`src/rtl/ctx_save_pkg.sv`:
```
package ctx_save_pkg;

   typedef enum logic [1:0] {
      ST_IDLE  = 2'd0,
      ST_WRITE = 2'd1,
      ST_DONE  = 2'd2
   } seq_state_e;

   localparam int FRAME_BYTES = 4;
   localparam int FRAME_W     = FRAME_BYTES * 8;

endpackage

```
`src/rtl/ctx_sp_select.sv`:
```
module ctx_sp_select #(
   parameter int SP_W  = 16,
   parameter int NUM_W = 8,
   parameter int SW_LO = 32,
   parameter int SW_HI = 63
) (
   input  logic             is_sw_int_i,
   input  logic [NUM_W-1:0] int_num_i,
   input  logic             user_flag_i,
   input  logic [SP_W-1:0]  isp_i,
   input  logic [SP_W-1:0]  usp_i,
   output logic [SP_W-1:0]  sp_o,
   output logic             use_user_o
);
   localparam logic [NUM_W-1:0] LO_V = NUM_W'(SW_LO);
   localparam logic [NUM_W-1:0] HI_V = NUM_W'(SW_HI);

   logic in_window;

   always_comb begin
      in_window  = is_sw_int_i && (int_num_i >= LO_V) && (int_num_i <= HI_V);
      use_user_o = in_window && user_flag_i;
      sp_o       = use_user_o ? usp_i : isp_i;
   end
endmodule

```
`src/rtl/ctx_frame_pack.sv`:
```
module ctx_frame_pack
   import ctx_save_pkg::*;
#(
   parameter int PC_W  = 20,
   parameter int FLG_W = 12
) (
   input  logic [PC_W-1:0]    pc_i,
   input  logic [FLG_W-1:0]   flags_i,
   output logic [FRAME_W-1:0] frame_o
);
   localparam int PC_HI_W  = PC_W - 16;
   localparam int FLG_HI_W = FLG_W - 8;

   logic [7:0] top_byte;

   generate
      if (PC_HI_W + FLG_HI_W == 8) begin : g_pack
         assign top_byte = {flags_i[FLG_W-1:8], pc_i[PC_W-1:16]};
      end else begin : g_bad
         assign top_byte = 8'h00;
         $error("ctx_frame_pack: high nibbles must fill exactly one byte");
      end
   endgenerate

   // byte 3 sits at SP-1, byte 0 at SP-4
   assign frame_o = {top_byte, flags_i[7:0], pc_i[15:8], pc_i[7:0]};
endmodule

```
`src/rtl/ctx_write_seq.sv`:
```
module ctx_write_seq
   import ctx_save_pkg::*;
#(
   parameter int SP_W           = 16,
   parameter bit LANE_REPLICATE = 1'b1
) (
   input  logic               clk,
   input  logic               rst_n,
   input  logic               start_i,
   input  logic [SP_W-1:0]    sp_i,
   input  logic               use_user_i,
   input  logic [FRAME_W-1:0] frame_i,
   output logic [SP_W-1:0]    mem_addr_o,
   output logic [15:0]        mem_wdata_o,
   output logic [1:0]         mem_be_o,
   output logic               mem_we_o,
   input  logic               mem_ready_i,
   output logic               done_o,
   output logic [SP_W-1:0]    new_sp_o,
   output logic               sp_is_user_o
);
   seq_state_e         state_q;
   logic [1:0]         step_q;
   logic               odd_q;
   logic               user_q;
   logic [SP_W-1:0]    sp_q;
   logic [FRAME_W-1:0] frame_q;

   logic               last_step;
   logic [2:0]         offset;
   logic [7:0]         cur_byte;
   logic [15:0]        cur_word;
   logic               accept;

   always_comb begin
      last_step = odd_q ? (step_q == 2'd3) : (step_q == 2'd1);
      offset    = odd_q ? ({1'b0, step_q} + 3'd1) : (({1'b0, step_q} + 3'd1) << 1);
      cur_byte  = frame_q[8*(3 - step_q) +: 8];
      cur_word  = (step_q == 2'd0) ? frame_q[31:16] : frame_q[15:0];
      accept    = mem_we_o && mem_ready_i;
   end

   always_ff @(posedge clk or negedge rst_n) begin
      if (!rst_n) begin
         state_q <= ST_IDLE;
         step_q  <= 2'd0;
         odd_q   <= 1'b0;
         user_q  <= 1'b0;
         sp_q    <= '0;
         frame_q <= '0;
      end else begin
         case (state_q)
            ST_IDLE: begin
               if (start_i) begin
                  state_q <= ST_WRITE;
                  step_q  <= 2'd0;
                  odd_q   <= sp_i[0];
                  user_q  <= use_user_i;
                  sp_q    <= sp_i;
                  frame_q <= frame_i;
               end
            end
            ST_WRITE: begin
               if (mem_ready_i) begin
                  if (last_step) state_q <= ST_DONE;
                  else           step_q  <= step_q + 2'd1;
               end
            end
            default: state_q <= ST_IDLE;
         endcase
      end
   end

   assign mem_we_o     = (state_q == ST_WRITE);
   assign mem_addr_o   = sp_q - SP_W'(offset);
   assign done_o       = (state_q == ST_DONE);
   assign new_sp_o     = sp_q - SP_W'(4);
   assign sp_is_user_o = user_q;

   logic [15:0] byte_data;
   generate
      if (LANE_REPLICATE) begin : g_rep
         assign byte_data = {cur_byte, cur_byte};
      end else begin : g_lane
         assign byte_data = mem_addr_o[0] ? {cur_byte, 8'h00} : {8'h00, cur_byte};
      end
   endgenerate

   always_comb begin
      if (odd_q) begin
         mem_wdata_o = byte_data;
         mem_be_o    = mem_addr_o[0] ? 2'b10 : 2'b01;
      end else begin
         mem_wdata_o = cur_word;
         mem_be_o    = 2'b11;
      end
   end

   AST_EVEN_WORD_ALIGNED: assert property (@(posedge clk) disable iff (!rst_n)
      (mem_we_o && !odd_q) |-> (mem_be_o == 2'b11 && !mem_addr_o[0]));
   AST_ODD_SINGLE_LANE: assert property (@(posedge clk) disable iff (!rst_n)
      (mem_we_o && odd_q) |-> ($countones(mem_be_o) == 1 && mem_be_o[1] == mem_addr_o[0]));
   AST_HOLD_UNTIL_READY: assert property (@(posedge clk) disable iff (!rst_n)
      (mem_we_o && !mem_ready_i) |=> (mem_we_o && $stable(mem_addr_o) && $stable(mem_wdata_o) && $stable(mem_be_o)));
   AST_DONE_ONE_CYCLE: assert property (@(posedge clk) disable iff (!rst_n)
      done_o |=> !done_o);
   AST_DONE_AFTER_ACCEPT: assert property (@(posedge clk) disable iff (!rst_n)
      $rose(done_o) |-> ($past(accept) && !mem_we_o));
   AST_NO_RESTART_AT_DONE: assert property (@(posedge clk) disable iff (!rst_n)
      (done_o && start_i) |=> !mem_we_o);
   AST_SP_DOWN_FOUR: assert property (@(posedge clk) disable iff (!rst_n)
      (state_q == ST_IDLE && start_i) |=> (new_sp_o == $past(sp_i) - SP_W'(4)));
endmodule

```
`src/rtl/ctx_save_seq.sv`:
```
module ctx_save_seq
   import ctx_save_pkg::*;
#(
   parameter int PC_W           = 20,
   parameter int FLG_W          = 12,
   parameter int SP_W           = 16,
   parameter int NUM_W          = 8,
   parameter int SW_LO          = 32,
   parameter int SW_HI          = 63,
   parameter bit LANE_REPLICATE = 1'b1
) (
   input  logic             clk,
   input  logic             rst_n,
   input  logic             start_i,
   input  logic             is_sw_int_i,
   input  logic [NUM_W-1:0] int_num_i,
   input  logic             user_stack_flag_i,
   input  logic [PC_W-1:0]  pc_i,
   input  logic [FLG_W-1:0] flags_i,
   input  logic [SP_W-1:0]  isp_i,
   input  logic [SP_W-1:0]  usp_i,
   output logic [SP_W-1:0]  mem_addr_o,
   output logic [15:0]      mem_wdata_o,
   output logic [1:0]       mem_be_o,
   output logic             mem_we_o,
   input  logic             mem_ready_i,
   output logic             done_o,
   output logic [SP_W-1:0]  new_sp_o,
   output logic             sp_is_user_o
);
   generate
      if (PC_W < 17 || PC_W > 24) begin : g_chk_pc
         $error("ctx_save_seq: PC_W must be 17..24");
      end
      if ((PC_W - 16) + (FLG_W - 8) != 8) begin : g_chk_nib
         $error("ctx_save_seq: PC and flag high parts must share one byte");
      end
      if (SP_W < 4) begin : g_chk_sp
         $error("ctx_save_seq: SP_W too small");
      end
      if (SW_LO > SW_HI || SW_HI >= (1 << NUM_W)) begin : g_chk_win
         $error("ctx_save_seq: bad software interrupt window");
      end
   endgenerate

   logic [SP_W-1:0]    sel_sp;
   logic               sel_user;
   logic [FRAME_W-1:0] frame;

   ctx_sp_select #(
      .SP_W (SP_W), .NUM_W (NUM_W), .SW_LO (SW_LO), .SW_HI (SW_HI)
   ) u_sel (
      .is_sw_int_i (is_sw_int_i),
      .int_num_i   (int_num_i),
      .user_flag_i (user_stack_flag_i),
      .isp_i       (isp_i),
      .usp_i       (usp_i),
      .sp_o        (sel_sp),
      .use_user_o  (sel_user)
   );

   ctx_frame_pack #(.PC_W (PC_W), .FLG_W (FLG_W)) u_pack (
      .pc_i    (pc_i),
      .flags_i (flags_i),
      .frame_o (frame)
   );

   ctx_write_seq #(.SP_W (SP_W), .LANE_REPLICATE (LANE_REPLICATE)) u_seq (
      .clk          (clk),
      .rst_n        (rst_n),
      .start_i      (start_i),
      .sp_i         (sel_sp),
      .use_user_i   (sel_user),
      .frame_i      (frame),
      .mem_addr_o   (mem_addr_o),
      .mem_wdata_o  (mem_wdata_o),
      .mem_be_o     (mem_be_o),
      .mem_we_o     (mem_we_o),
      .mem_ready_i  (mem_ready_i),
      .done_o       (done_o),
      .new_sp_o     (new_sp_o),
      .sp_is_user_o (sp_is_user_o)
   );

   AST_RESET_QUIET: assert property (@(posedge clk) disable iff (!rst_n)
      $rose(rst_n) |-> (!mem_we_o && !done_o));
endmodule

```
`config.mk`:
```
export PLATFORM = sky130hd
export DESIGN_NAME = ctx_save_seq
export DESIGN_NICKNAME = d
export VERILOG_FILES = /design/src/rtl/ctx_save_pkg.sv /design/src/rtl/ctx_sp_select.sv /design/src/rtl/ctx_frame_pack.sv /design/src/rtl/ctx_write_seq.sv /design/src/rtl/ctx_save_seq.sv
export SDC_FILE = /design/constraint.sdc
export NUM_CORES = 1
export LEC_CHECK = 0
export ABC_AREA = 1
export BUFFER_PORTS_ARGS = -buffer_cell sky130_fd_sc_hd__buf_2
export CORE_MARGIN = 8
export CORE_UTILIZATION = 51
export CTS_CLUSTER_SIZE = 8
export DETAILED_ROUTE_END_ITERATION = 7
export GPL_ROUTABILITY_DRIVEN = 0
export PLACE_DENSITY = 0.81
export SLEW_MARGIN = 25
export SYNTH_ARGS = -nofsm -noshare
export SYNTH_HDL_FRONTEND = slang
export SYNTH_SLANG_ARGS = --single-unit
```
`constraint.sdc`:
```
create_clock -name clk -period 3.64 [get_ports clk]
set_input_delay 0.728 -clock clk [delete_from_list [all_inputs] [get_ports clk]]
set_output_delay 0.728 -clock clk [all_outputs]
set_load 0.01 [all_outputs]
```
* After elaboration in Yosys (flattened, before gate mapping)
Index checks and enable logic that the tools add are counted.
** Word-level totals
- Input bits :: 78
- Word-level logic and storage cells :: 46
- Register bits :: 54
- Output and inout bits :: 53
** Operators by class
- Muxes and demuxes :: 15
- $add $sub $neg :: 5
- Order comparisons :: 2
- Reduce and logical (&&, ||, !) cells :: 9
- Equality and inequality tests :: 8
- Shifts and indexed selects :: 1
** Operators by type and width (number)
- $mux 16 :: 3
- $shiftx 32x33->8 :: 1
- $mux 2 :: 8
- $sub 16x3->16 :: 1
- $sub 16x3->16 const B :: 1
- $ge 8x6->1 const B :: 1
- $le 8x6->1 const B :: 1
- $pmux 2 s2 :: 2
- $eq 2x1->1 const B :: 2
- $eq 2x2->1 const B :: 2
- $logic_not 2->1 :: 2
- $ne 2x1->1 const B :: 2
- $ne 2x2->1 const B :: 2
- $reduce_and 4->1 :: 1
- $add 2x1->3 const B :: 1
- $logic_and 1x1->1 :: 3
- $mux 3 :: 1
- $reduce_and 3->1 :: 1
- $sub 2x2->3 const A :: 1
- $add 2x1->2 const B :: 1
- $reduce_and 2->1 :: 1
- $reduce_bool 2->1 :: 1
- $mux 1 :: 1

* Depth between registers and ports, before layout
- Word-level depth :: 5
- Mapped depth :: 14
- Mapped depth without buffers :: 12

* Hierarchy
From an unflattened synthesis, not the netlist that was laid out.
** Second synthesis, totals
- Cell total of the unflattened synthesis :: 587
- Area total of the unflattened synthesis :: 4155.2 um2
** By module, submodules not included
- ctx_write_seq :: seq. area each 1326.3 um2, times used 1, cells an instance 498, area each 3643.5 um2
- ctx_sp_select :: seq. area each 0.0 um2, times used 1, cells an instance 57, area each 271.5 um2
- ctx_frame_pack :: seq. area each 0.0 um2, times used 1, cells an instance 32, area each 240.2 um2

* Worst setup path after synthesis
Ideal clock, no wire load.
- Path type :: register to output
- Start point :: register u_seq.step_q[0]
- End point :: output port mem_addr_o[5]
- Cell stages (with the launch flop) :: 13
- Arrival time :: 2.225 ns
- Path slack :: 0.687 ns
- Buffers on the path :: 2
- Required time :: 2.912 ns
- Cell sequence :: dfrtp_1 > buf_2 > buf_2 > inv_1 > ha_1 > nand2_1 > o21ai_0 > inv_1 > ha_1 > nand2_1 > nand3_2 > nor2_1 > xor2_1
** Between the ends
- Word-level cells in the longest chain between the ends :: 3
** Ends and longest elaborated chain
- from (decl) :: line ctx_write_seq.sv:23 : logic [1:0] step_q;
- from (signal assigned) :: line ctx_write_seq.sv:66 : else step_q <= step_q + 2'd1;
- $add 2x1->3 :: line ctx_write_seq.sv:37 : offset = odd_q ? ({1'b0, step_q} + 3'd1) : (({1'b0, step_q} + 3'd1) << 1);
- $mux 3 :: line ctx_write_seq.sv:37
- $sub 16x3->16 :: line ctx_write_seq.sv:75 : assign mem_addr_o = sp_q - SP_W'(offset);
- to (decl) :: line ctx_save_seq.sv:22 : output logic [SP_W-1:0] mem_addr_o,
No other way between the ends.

* Worst setup path in the final report
- Start point :: register u_seq.step_q[0]
- End point :: output port mem_addr_o[13]
Same word-level chain as after synthesis.

==> reports/qor.txt <==
========================================================================================
LEAKAGE                                                                         2.564 nW
Area growth from synthesis to layout                                              18.65%
Placeable Area                                                              0.007137 mm²
Syn_area_per_cell                                                              6.674 µm²
Commonest cells after routing, fill and taps aside                          sky130_fd_sc_hd__nand2_1 (183), sky130_fd_sc_hd__buf_2 (125), sky130_fd_sc_hd__inv_1 (87), sky130_fd_sc_hd__dfrtp_1 (53), sky130_fd_sc_hd__o21ai_0 (49)
# H-tree levels                                                                        2
VDD IR-drop max                                                                0.4147 mV
Total length of routed wires                                                    10.29 mm
Finished Core Util                                                                0.6180
Resized cells post-CTS                                                                 0
Net count, final                                                                     753
Initial cell density of the core                                                  0.5209
Total of endpoints with negative setup slack in the final report                       0
Number of nets with antenna violations after routing                                   0
Layout cell share with drive strength beyond 1                                    0.2264
Gr ovfl total                                                                          0
Synthesized instance count                                                           557
Clk pin slew, worst setup/hold paths                                               90 ps
Row count                                                                             31
Outcome                                                                        completed
Pwr Total                                                                       3.867 mW
Distinct cell type count of the synthesized netlist                                   27
Post-Route Skew                                                                 9.694 ps
Standard cell area after detailed placement                                 0.004324 mm²
Number of synthesis warnings                                                           0
Half-perimeter wire length of the detailed placement result                     7.967 mm
Area used by sequential logic in the layout                                 0.001326 mm²
Wire length of the first global-routing pass                                    16.99 mm
Worst-case register-to-register setup slack                                      1600 ps
Cell mode on critical path                                                  sky130_fd_sc_hd__nand2_1
Final max-slew violation count                                                         0
Cell at the root of the clock tree                                          sky130_fd_sc_hd__clkbuf_8
Fin. Hold Viols                                                                        0
Worst Hold Class                                                            primary input to async pin
Fill cell total of the finished layout                                               707
Number of detailed-route iterations in the first pass                                  5
Source-to-sink clock delay at the later pin of the worst-skew pair                310 ps
Worst Setup End Kind                                                          output pin
CTS hold repair buffers                                                                0
Startpoint types                                                               flip-flop
Ordered cell list for the critical path                                     buf_4 -> o21ai_0 -> inv_1 -> ha_1 -> nand2_1 -> nand3_2 -> nor2_1 -> nand2_1 -> nand2_1 -> nand2_1 -> buf_2
Count of placed standard cells including taps                                        759
Max Cap Violations                                                                     0
Area of the multi-input gates                                               0.001881 mm²
Shortest period the worst path allows                                            3236 ps
RSZ-0062 raised after global routing                                               false
Initial antenna violation count                                                        0
Delay of the slowest cell on the worst path                                       400 ps
Post-route cell area                                                        0.004410 mm²
Vias                                                                                3801
Worst Reg-to-Reg Cells                                                                 5
Diodes inserted                                                                        0
Endpoint arrival time on the critical path                                       2510 ps
Die ar.                                                                      0.01028 mm²
Average via count per standard cell                                                4.962
Number of buffers added by the clock tree synthesis step                               5
Total negative slack for setup checks                                               0 ps
Worst rel slew slack                                                              0.4769
Most frequent standard cell in the layout excluding fill and tap cells      sky130_fd_sc_hd__nand2_1
Synthesized flop and latch total                                                      53
Mapped cell area                                                            0.003717 mm²
Required time of the critical path                                               2910 ps
Actual slew at the worst max-slew pin                                           784.6 ps
Top fanout value on the critical path                                                 37
Largest net degree at the start of global routing                                     54
Setup Buffers After CTS                                                                0
Category of cells accounting for the largest share of critical-path delay   simple AND/OR/NAND/NOR gates
Highest achievable clock rate                                                 0.3090 GHz
Clock tree from TritonCTS                                                           done
Cell Pwr Density                                                            876.9 mW/mm²
Finished Layout Cells                                                                766
Count of buffer and inverter cells on the critical path                                3
Part of the Yosys area used for sequential elements                               0.3568
Vias in the first global route                                                      3655
Port-buffer cells                                                                    125
Vertical die dimension                                                          101.4 µm
Clock Sinks                                                                           53
Number of top-level pins                                                             131
Wire per inst                                                                   13.43 µm
Global Route Usage Sum                                                            0.2043
Cell type of the slowest stage on the worst timing path                     sky130_fd_sc_hd__o21ai_0
DRC violations left                                                                    0
Count of routing violations after the opening detailed-route iteration               288
Number of buffers on the longest clock path                                            2
Critical register-to-register path endpoint                                 u_seq.frame_q[22]$_DFFE_PN0P_
Startpoint of the lowest-slack register-to-register path                    u_seq.state_q[1]$_DFFE_PN0P_
Nets in the synthesized netlist                                                      643
Final cycle utilization of the critical path                                      0.8891
Category of the most critical setup path                                    flip-flop to output pin
Die extent in x                                                                 101.4 µm
========================================================================================
[worst max path at each step]
stage / startpoint / endpoint / slack [ps] / cells after the start
after global placement: u_seq.step_q[0]$_DFFE_PN0P_ / mem_addr_o[5] / 850 / 9
after floorplan: u_seq.step_q[0]$_DFFE_PN0P_ / mem_addr_o[5] / 690 / 12
after detailed placement: u_seq.step_q[0]$_DFFE_PN0P_ / mem_addr_o[13] / 740 / 11
final: u_seq.step_q[0]$_DFFE_PN0P_ / mem_addr_o[13] / 400 / 11
after CTS: u_seq.step_q[0]$_DFFE_PN0P_ / mem_addr_o[13] / 400 / 11
after global routing: u_seq.step_q[0]$_DFFE_PN0P_ / mem_addr_o[13] / 200 / 11
[power by group]
group	switching [mW]	leakage (nW)	internal, mW
Sequential	0.229	0.658	0.862
Combinational	1.56	1.86	0.885
Clock	0.185	0.0443	0.151
[per-stage QoR]
stage / worst slack (ps) / hold slack, ps
floorplan: 686.8 / 432.4
global placement: 845.4 / 469.8
global route: 197.9 / 532.7
detailed placement: 737.0 / 480.0
CTS: 397.2 / 502.0
finish: 403.7 / 496.1
[state kept, by name (all words and copies together) (netlist names)]
signal	flops
u_seq.frame_q	32
u_seq.sp_q	16
u_seq.state_q	2
u_seq.step_q	2
u_seq.sp_is_user_o	1
[Yosys cell counts]
cell / n / area [µm²]
sky130_fd_sc_hd__nand2_1: 183 / 686.9
sky130_fd_sc_hd__nand3_2: 2 / 20.02
sky130_fd_sc_hd__nor2_2: 4 / 25.02
sky130_fd_sc_hd__dfrtp_1: 53 / 1326
sky130_fd_sc_hd__fa_1: 1 / 20.02
sky130_fd_sc_hd__conb_1: 1 / 3.750
sky130_fd_sc_hd__clkbuf_2: 1 / 5.000
sky130_fd_sc_hd__nor2_1: 35 / 131.4
sky130_fd_sc_hd__a21oi_1: 16 / 80.08
sky130_fd_sc_hd__nand3_1: 48 / 240.2
sky130_fd_sc_hd__nand3b_1: 1 / 7.510
sky130_fd_sc_hd__buf_4: 8 / 60.06
sky130_fd_sc_hd__inv_1: 87 / 326.6
sky130_fd_sc_hd__o21ai_1: 9 / 45.04
sky130_fd_sc_hd__xnor2_1: 1 / 8.760
sky130_fd_sc_hd__xor2_1: 13 / 113.9
sky130_fd_sc_hd__inv_2: 1 / 3.750
sky130_fd_sc_hd__ha_1: 7 / 87.58
sky130_fd_sc_hd__nor2_4: 5 / 56.30
sky130_fd_sc_hd__o21bai_1: 2 / 15.01
sky130_fd_sc_hd__mux2i_1: 1 / 10.01
sky130_fd_sc_hd__o211ai_1: 8 / 60.06
sky130_fd_sc_hd__buf_6: 4 / 45.04
sky130_fd_sc_hd__nand2_4: 1 / 11.26
sky130_fd_sc_hd__nand2_2: 2 / 12.51
sky130_fd_sc_hd__buf_2: 14 / 70.07
sky130_fd_sc_hd__o21ai_0: 49 / 245.2
[logic make-up (layout without fill, tap and decap cells)]
| family | count (synthesis) | after routing | synth area share |
|---|---|---|---|
| AOI/OAI and AO/OA | 84 | 84 | 0.1198 |
| xor gates and xnor gates | 14 | 14 | 0.03299 |
| adders and majority gates | 8 | 8 | 0.02895 |
| buffers and inverters | 115 | 225 | 0.1373 |
| DFF | 53 | 53 | 0.3568 |
| muxes | 1 | 1 | 0.002693 |
| other | 1 | 1 | 0.001009 |
| and+or+nand+nor | 281 | 281 | 0.3204 |
[per-layer routing]
layer,up-vias,global-route usage,share of wire
met1,1720,0.2596,0.43
met4,0,0.06300,0.017
met5,-,0,0
met2,133,0.3502,0.50
met3,18,0.02749,0.055
li1,1930,-,-
[layout make-up]
class,count,area share
multi-input combinational,389,0.4264
timing repair buffer,130,0.1504
inverter,88,0.07489
tap,99,0.02809
clock buffer,7,0.01957
sequential,53,0.3007
[worst register-to-register path: stages, from the launching register on]
cell and delay (ps):
sky130_fd_sc_hd__dfrtp_1 420, sky130_fd_sc_hd__nor2_2 150, sky130_fd_sc_hd__nand2_2 260, sky130_fd_sc_hd__inv_2 420, sky130_fd_sc_hd__buf_4 480, sky130_fd_sc_hd__o21ai_0 170
Power figures use the tool's default switching activity.
